--- config.mk ---
export PLATFORM = sky130hd
export DESIGN_NAME = snoop_resp_unit
export DESIGN_NICKNAME = d
export VERILOG_FILES = /design/src/rtl/snoop_pkg.sv /design/src/rtl/snoop_ctrl.sv /design/src/rtl/snoop_dp.sv /design/src/rtl/snoop_resp_unit.sv
export SDC_FILE = /design/constraint.sdc
export NUM_CORES = 1
export LEC_CHECK = 0
export ABC_AREA = 1
export BUFFER_PORTS_ARGS = -buffer_cell sky130_fd_sc_hd__buf_2
export CAP_MARGIN = 20
export CORE_AREA = 3 3 40 42
export DETAILED_ROUTE_END_ITERATION = 8
export DIE_AREA = 0 0 43 45
export GPL_ROUTABILITY_DRIVEN = 0
export SLEW_MARGIN = 20
export SYNTH_ARGS = -nofsm -noshare
export SYNTH_HDL_FRONTEND = slang
export SYNTH_SLANG_ARGS = --single-unit
--- constraint.sdc ---
create_clock -name clk -period 1 [get_ports clk]
set_input_delay 0.25 -clock clk [delete_from_list [all_inputs] [get_ports clk]]
set_output_delay 0.25 -clock clk [all_outputs]
set_load 0.05 [all_outputs]
--- src/rtl/snoop_pkg.sv ---
package snoop_pkg;

  localparam logic [2:0] CYC_READ  = 3'd0;
  localparam logic [2:0] CYC_RFO   = 3'd1;
  localparam logic [2:0] CYC_WRITE = 3'd2;
  localparam logic [2:0] CYC_TREAD = 3'd3;
  localparam logic [2:0] CYC_TRFO  = 3'd4;

  localparam logic [1:0] ST_INVALID  = 2'd0;
  localparam logic [1:0] ST_VALID    = 2'd1;
  localparam logic [1:0] ST_DIRTY    = 2'd2;
  localparam logic [1:0] ST_RESERVED = 2'd3;

  localparam logic [1:0] TAG_FREE    = 2'd0;
  localparam logic [1:0] TAG_SETTLED = 2'd1;
  localparam logic [1:0] TAG_OLDCOPY = 2'd2;
  localparam logic [1:0] TAG_NEWCOPY = 2'd3;

  localparam logic [1:0] RSP_NONE = 2'd0;
  localparam logic [1:0] RSP_DATA = 2'd1;
  localparam logic [1:0] RSP_BUSY = 2'd2;

  localparam logic [1:0] WIN_NONE   = 2'd0;
  localparam logic [1:0] WIN_CACHE  = 2'd1;
  localparam logic [1:0] WIN_MEMORY = 2'd2;
  localparam logic [1:0] WIN_BUSY   = 2'd3;

  // strobes from the decision logic to the datapath
  typedef struct packed {
    logic supply;
    logic refuse;
    logic demote;
    logic invalidate;
  } snoopStrobe_t;

endpackage

--- src/rtl/snoop_ctrl.sv ---
module snoop_ctrl
  import snoop_pkg::*;
(
  input  logic         clk,
  input  logic         rstN,
  input  logic         snoopValid,
  input  logic [2:0]   snoopCycle,
  input  logic         lookupHit,
  input  logic [1:0]   lineState,
  input  logic [1:0]   lineTag,
  input  logic         isTransCache,
  input  logic         txActive,
  output snoopStrobe_t strb
);

  logic readKind;
  logic ownKind;
  logic txKind;
  logic present;
  logic txPath;

  assign readKind = (snoopCycle == CYC_READ) || (snoopCycle == CYC_TREAD);
  assign ownKind  = (snoopCycle == CYC_RFO)  || (snoopCycle == CYC_TRFO);
  assign txKind   = (snoopCycle == CYC_TREAD) || (snoopCycle == CYC_TRFO);
  assign present  = lookupHit && (lineState != ST_INVALID);
  assign txPath   = isTransCache && txActive && txKind;

  always_comb begin
    strb = '0;
    if (snoopValid && present && (readKind || ownKind)) begin
      if (txPath) begin
        if (lineTag != TAG_FREE) begin
          if ((snoopCycle == CYC_TREAD) && (lineState == ST_VALID)) strb.supply = 1'b1;
          else                                                      strb.refuse = 1'b1;
        end
      end else if (!isTransCache || (lineTag == TAG_SETTLED)) begin
        strb.supply = 1'b1;
        if (ownKind)                                                    strb.invalidate = 1'b1;
        else if ((lineState == ST_DIRTY) || (lineState == ST_RESERVED)) strb.demote     = 1'b1;
      end
    end
  end


  refuse_scope_chk: assert property (@(posedge clk) disable iff (!rstN)
    strb.refuse |-> (isTransCache && txActive && txKind));

endmodule

--- src/rtl/snoop_dp.sv ---
module snoop_dp
  import snoop_pkg::*;
#(
  parameter int NUM_PEERS = 2
) (
  input  logic                   clk,
  input  logic                   rstN,
  input  snoopStrobe_t           strb,
  input  logic                   snoopValid,
  input  logic [1:0]             lineState,
  input  logic [2*NUM_PEERS-1:0] peerRsp,
  output logic [1:0]             rspKind,
  output logic                   stateWrEn,
  output logic [1:0]             nextState,
  output logic [1:0]             winner
);

  localparam int NUM_SRC = NUM_PEERS + 1;

  logic [1:0]         localRsp;
  logic [NUM_SRC-1:0] srcBusy;
  logic [NUM_SRC-1:0] srcData;
  logic [1:0]         winComb;
  logic [1:0]         nxtComb;

  assign localRsp = strb.refuse ? RSP_BUSY : (strb.supply ? RSP_DATA : RSP_NONE);
  assign srcBusy[0] = (localRsp == RSP_BUSY);
  assign srcData[0] = (localRsp == RSP_DATA);

  for (genvar g = 0; g < NUM_PEERS; g++) begin : g_peer
    assign srcBusy[g+1] = (peerRsp[2*g +: 2] == RSP_BUSY);
    assign srcData[g+1] = (peerRsp[2*g +: 2] == RSP_DATA);
  end

  always_comb begin
    if (!snoopValid)    winComb = WIN_NONE;
    else if (|srcBusy)  winComb = WIN_BUSY;
    else if (|srcData)  winComb = WIN_CACHE;
    else                winComb = WIN_MEMORY;
  end

  assign nxtComb = strb.invalidate ? ST_INVALID : (strb.demote ? ST_VALID : lineState);

  always_ff @(posedge clk) begin
    if (!rstN) begin
      rspKind   <= RSP_NONE;
      stateWrEn <= 1'b0;
      nextState <= ST_INVALID;
      winner    <= WIN_NONE;
    end else begin
      rspKind   <= localRsp;
      stateWrEn <= strb.invalidate | strb.demote;
      nextState <= nxtComb;
      winner    <= winComb;
    end
  end


  busy_nowrite_chk: assert property (@(posedge clk) disable iff (!rstN)
    (rspKind == RSP_BUSY) |-> !stateWrEn);

endmodule

--- src/rtl/snoop_resp_unit.sv ---
module snoop_resp_unit
  import snoop_pkg::*;
#(
  parameter int NUM_PEERS = 2
) (
  input  logic                   clk,
  input  logic                   rstN,
  input  logic                   snoopValid,
  input  logic [2:0]             snoopCycle,
  input  logic                   lookupHit,
  input  logic [1:0]             lineState,
  input  logic [1:0]             lineTag,
  input  logic                   isTransCache,
  input  logic                   txActive,
  input  logic [2*NUM_PEERS-1:0] peerRsp,
  output logic [1:0]             rspKind,
  output logic                   stateWrEn,
  output logic [1:0]             nextState,
  output logic [1:0]             winner
);

  snoopStrobe_t strb;

  snoop_ctrl u_ctrl (
    .clk(clk), .rstN(rstN), .snoopValid(snoopValid), .snoopCycle(snoopCycle),
    .lookupHit(lookupHit), .lineState(lineState), .lineTag(lineTag),
    .isTransCache(isTransCache), .txActive(txActive), .strb(strb)
  );

  snoop_dp #(.NUM_PEERS(NUM_PEERS)) u_dp (
    .clk(clk), .rstN(rstN), .strb(strb), .snoopValid(snoopValid),
    .lineState(lineState), .peerRsp(peerRsp), .rspKind(rspKind),
    .stateWrEn(stateWrEn), .nextState(nextState), .winner(winner)
  );


  write_quiet_chk: assert property (@(posedge clk) disable iff (!rstN)
    (snoopValid && (snoopCycle == CYC_WRITE)) |=> ((rspKind == RSP_NONE) && !stateWrEn));


  miss_quiet_chk: assert property (@(posedge clk) disable iff (!rstN)
    (snoopValid && !lookupHit) |=> ((rspKind == RSP_NONE) && !stateWrEn));


  busy_wins_chk: assert property (@(posedge clk) disable iff (!rstN)
    (rspKind == RSP_BUSY) |-> (winner == WIN_BUSY));


  idle_quiet_chk: assert property (@(posedge clk) disable iff (!rstN)
    !snoopValid |=> ((winner == WIN_NONE) && (rspKind == RSP_NONE)));


  inval_src_chk: assert property (@(posedge clk) disable iff (!rstN)
    (stateWrEn && (nextState == ST_INVALID)) |->
      (($past(snoopCycle) == CYC_RFO) || ($past(snoopCycle) == CYC_TRFO)));

endmodule

==> results.cfg <==
[die]
die_h_um = 45
io_pins = 24
start_util_pct = 35.1
row_count = 13
die_width_um = 43
core_sq_um = 1280
dieArea_sq_um = 1940

[yosys]
syn-num-nets = 92
netlist_top_cells_area = dfxtp_1 (31%), nand2_1 (17%), inv_1 (12%)
synth_seq_area_share_pct = 31.1
synth_top_area_share_pct = 31.1
synth.avg_cell_area_sq_um = 6.01
ys_seq_elements = 7
yosysTopAreaCell = dfxtp_1
synth_cells = 75
synth.distinct_cells = 15
syn_area_sq_um = 450
yosys_warnings = 0

[clock_network]
cts_buffers = 3
cts-root-buf = clkbuf_4
cts_tree = built
cts_hold_buf = 0
clk_path_buf_depth = 2
clk_pin_slew_ns = 0.05
clock-sinks = 7
htree_levels = 1

[worst_setup_path]
slowest_delay_ns = 0.30
start_kind = register
cpMaxStageDelayCell = dfxtp_1
critPathBufInv = 1
critical_path.top_delay_family = flip-flops
setup.worst_path.end_class = output port
path_max_fanout = 1
path_class = register to output port
arrival_ns = 0.73
crit_chain = buf_4
cp.required_ns = 0.75

[final_layout]
layout_commonest_cell = nand2_1
antenna_cells = 0
final_core_util_pct = 56.2
fill_cells = 141
final_cells = 123
final_cell_mix = nand2_1 (19), buf_2 (16), inv_1 (14)
syn_to_final_growth_pct = 60.3
layout-drive-gt1-share_pct = 42.6
fin_nets = 126

[route]
dr.first_iter.drc_count = 6
via_count = 540
wl_um = 1110
routedWlPerCell_um = 9.06
vias_per_cell = 4.39
antenna_left = 0
first_pass_iters = 4
route.detailed.drc = 0

[global_route]
grt_remaining_overflow = 0
grt_first_pass_wirelength_um = 1740
first_global_vias = 480
grt_max_degree = 5
grt.total_usage_pct = 12.2
antenna_found_initial = 0

[sta]
relSlewSlack_pct = 87.1
setup_violations = 0
slew_viol_final = 0
fin_crit_sh_pct = 98.0
grt_setup_unrepaired = false
worstMarginPinSlew_ns = 0.193
final.min_clock_period_ns = 0.980
finalHoldViolations = 0
clock.fmax_ghz = 1.02

[run_status]
status = finished clean

[pwr]
power.density_nw_per_um2 = 1070
ir_drop_v = 0.000321
p_leak_nw = 0.416

[flow_run]
cap_violations = 0

[min_path]
hold_class = input pin to register

[placement]
hpwl_um = 930
dp_cells = 119
io_buffers = 23
## synth_stat cells
cell type  count
o22ai_1        2
nand4_1        1
nand3_1        4
a22o_1         1
and3_1         1
nand2_2        2
inv_1         14
nor2_1        11
nor2_2         2
nand2_1       20
o21ai_1        1
nand3_2        3
a21oi_1        4
inv_2          2
dfxtp_1        7
## sequential cells by signal, summed over array words and instances (netlist names)
name            cells
u_dp.stateWrEn      1
u_dp.winner         2
u_dp.rspKind        2
u_dp.nextState      2
## where the power goes
part           internal (W)  total, W  switching, W
Sequential         0.000291  0.000296    0.00000444
Clock              0.000152  0.000249     0.0000971
Combinational     0.0000952  0.000228      0.000133
## final cells by class
cell class	instances	area (sq um)	area share [%]
clock buffers	4	26.3	3.64
flip-flops and latches	7	140	19.4
multi-input cells	52	277	38.3
repair buffers	29	200	27.7
inverters	16	60.1	8.32
well taps	15	18.8	2.60
## cells by family after synthesis
family | count (synthesis) | share of synthesized area, %
buffers and inverters | 16 | 13.3
AND/OR/NAND/NOR | 44 | 45.3
AO/OA/AOI/OAI | 8 | 10.3
flip-flops | 7 | 31.1
## layer usage
| metal | global-route usage [%] | share of wire (%) | vias to the layer above |
|---|---|---|---|
| li1 | - | - | 295 |
| met1 | 12.3 | 40 | 231 |
| met2 | 22.2 | 56 | 12 |
| met3 | 2.39 | 3.0 | 2 |
| met4 | 9.04 | 1.5 | 0 |
| met5 | 0 | 0 | - |
## path summary, 6_finish.rpt
kind                       start  slack, ns           endpoint  cells past startpoint
setup / recovery  u_dp.winner[1]       0.02          winner[1]                      1
hold / removal              rstN       0.25  u_dp.nextState[0]                      3
## stage by stage
step	hold WS (ns)	power [W]	setup slack, ns	setup TNS [ns]	area, sq um
after floorplan	0.374	0.000421	0.0776	0	450
after global placement	0.518	0.000501	-0.151	-0.754	629
after detailed placement	0.517	0.000504	-0.157	-0.824	629
after CTS	0.250	0.000769	0.000976	0	688
after global routing	0.263	0.000813	0.000429	0	722
final	0.253	0.000772	0.0204	0	722
## what timing repair did
item | CTS | global route
gates resized for setup | 11 | 9
setup buffers | 0 | 0
pin swaps | 0 | 2
endpoints found under the setup margin | 7 | 5
Note: power is estimated with default switching activity, not from simulation.
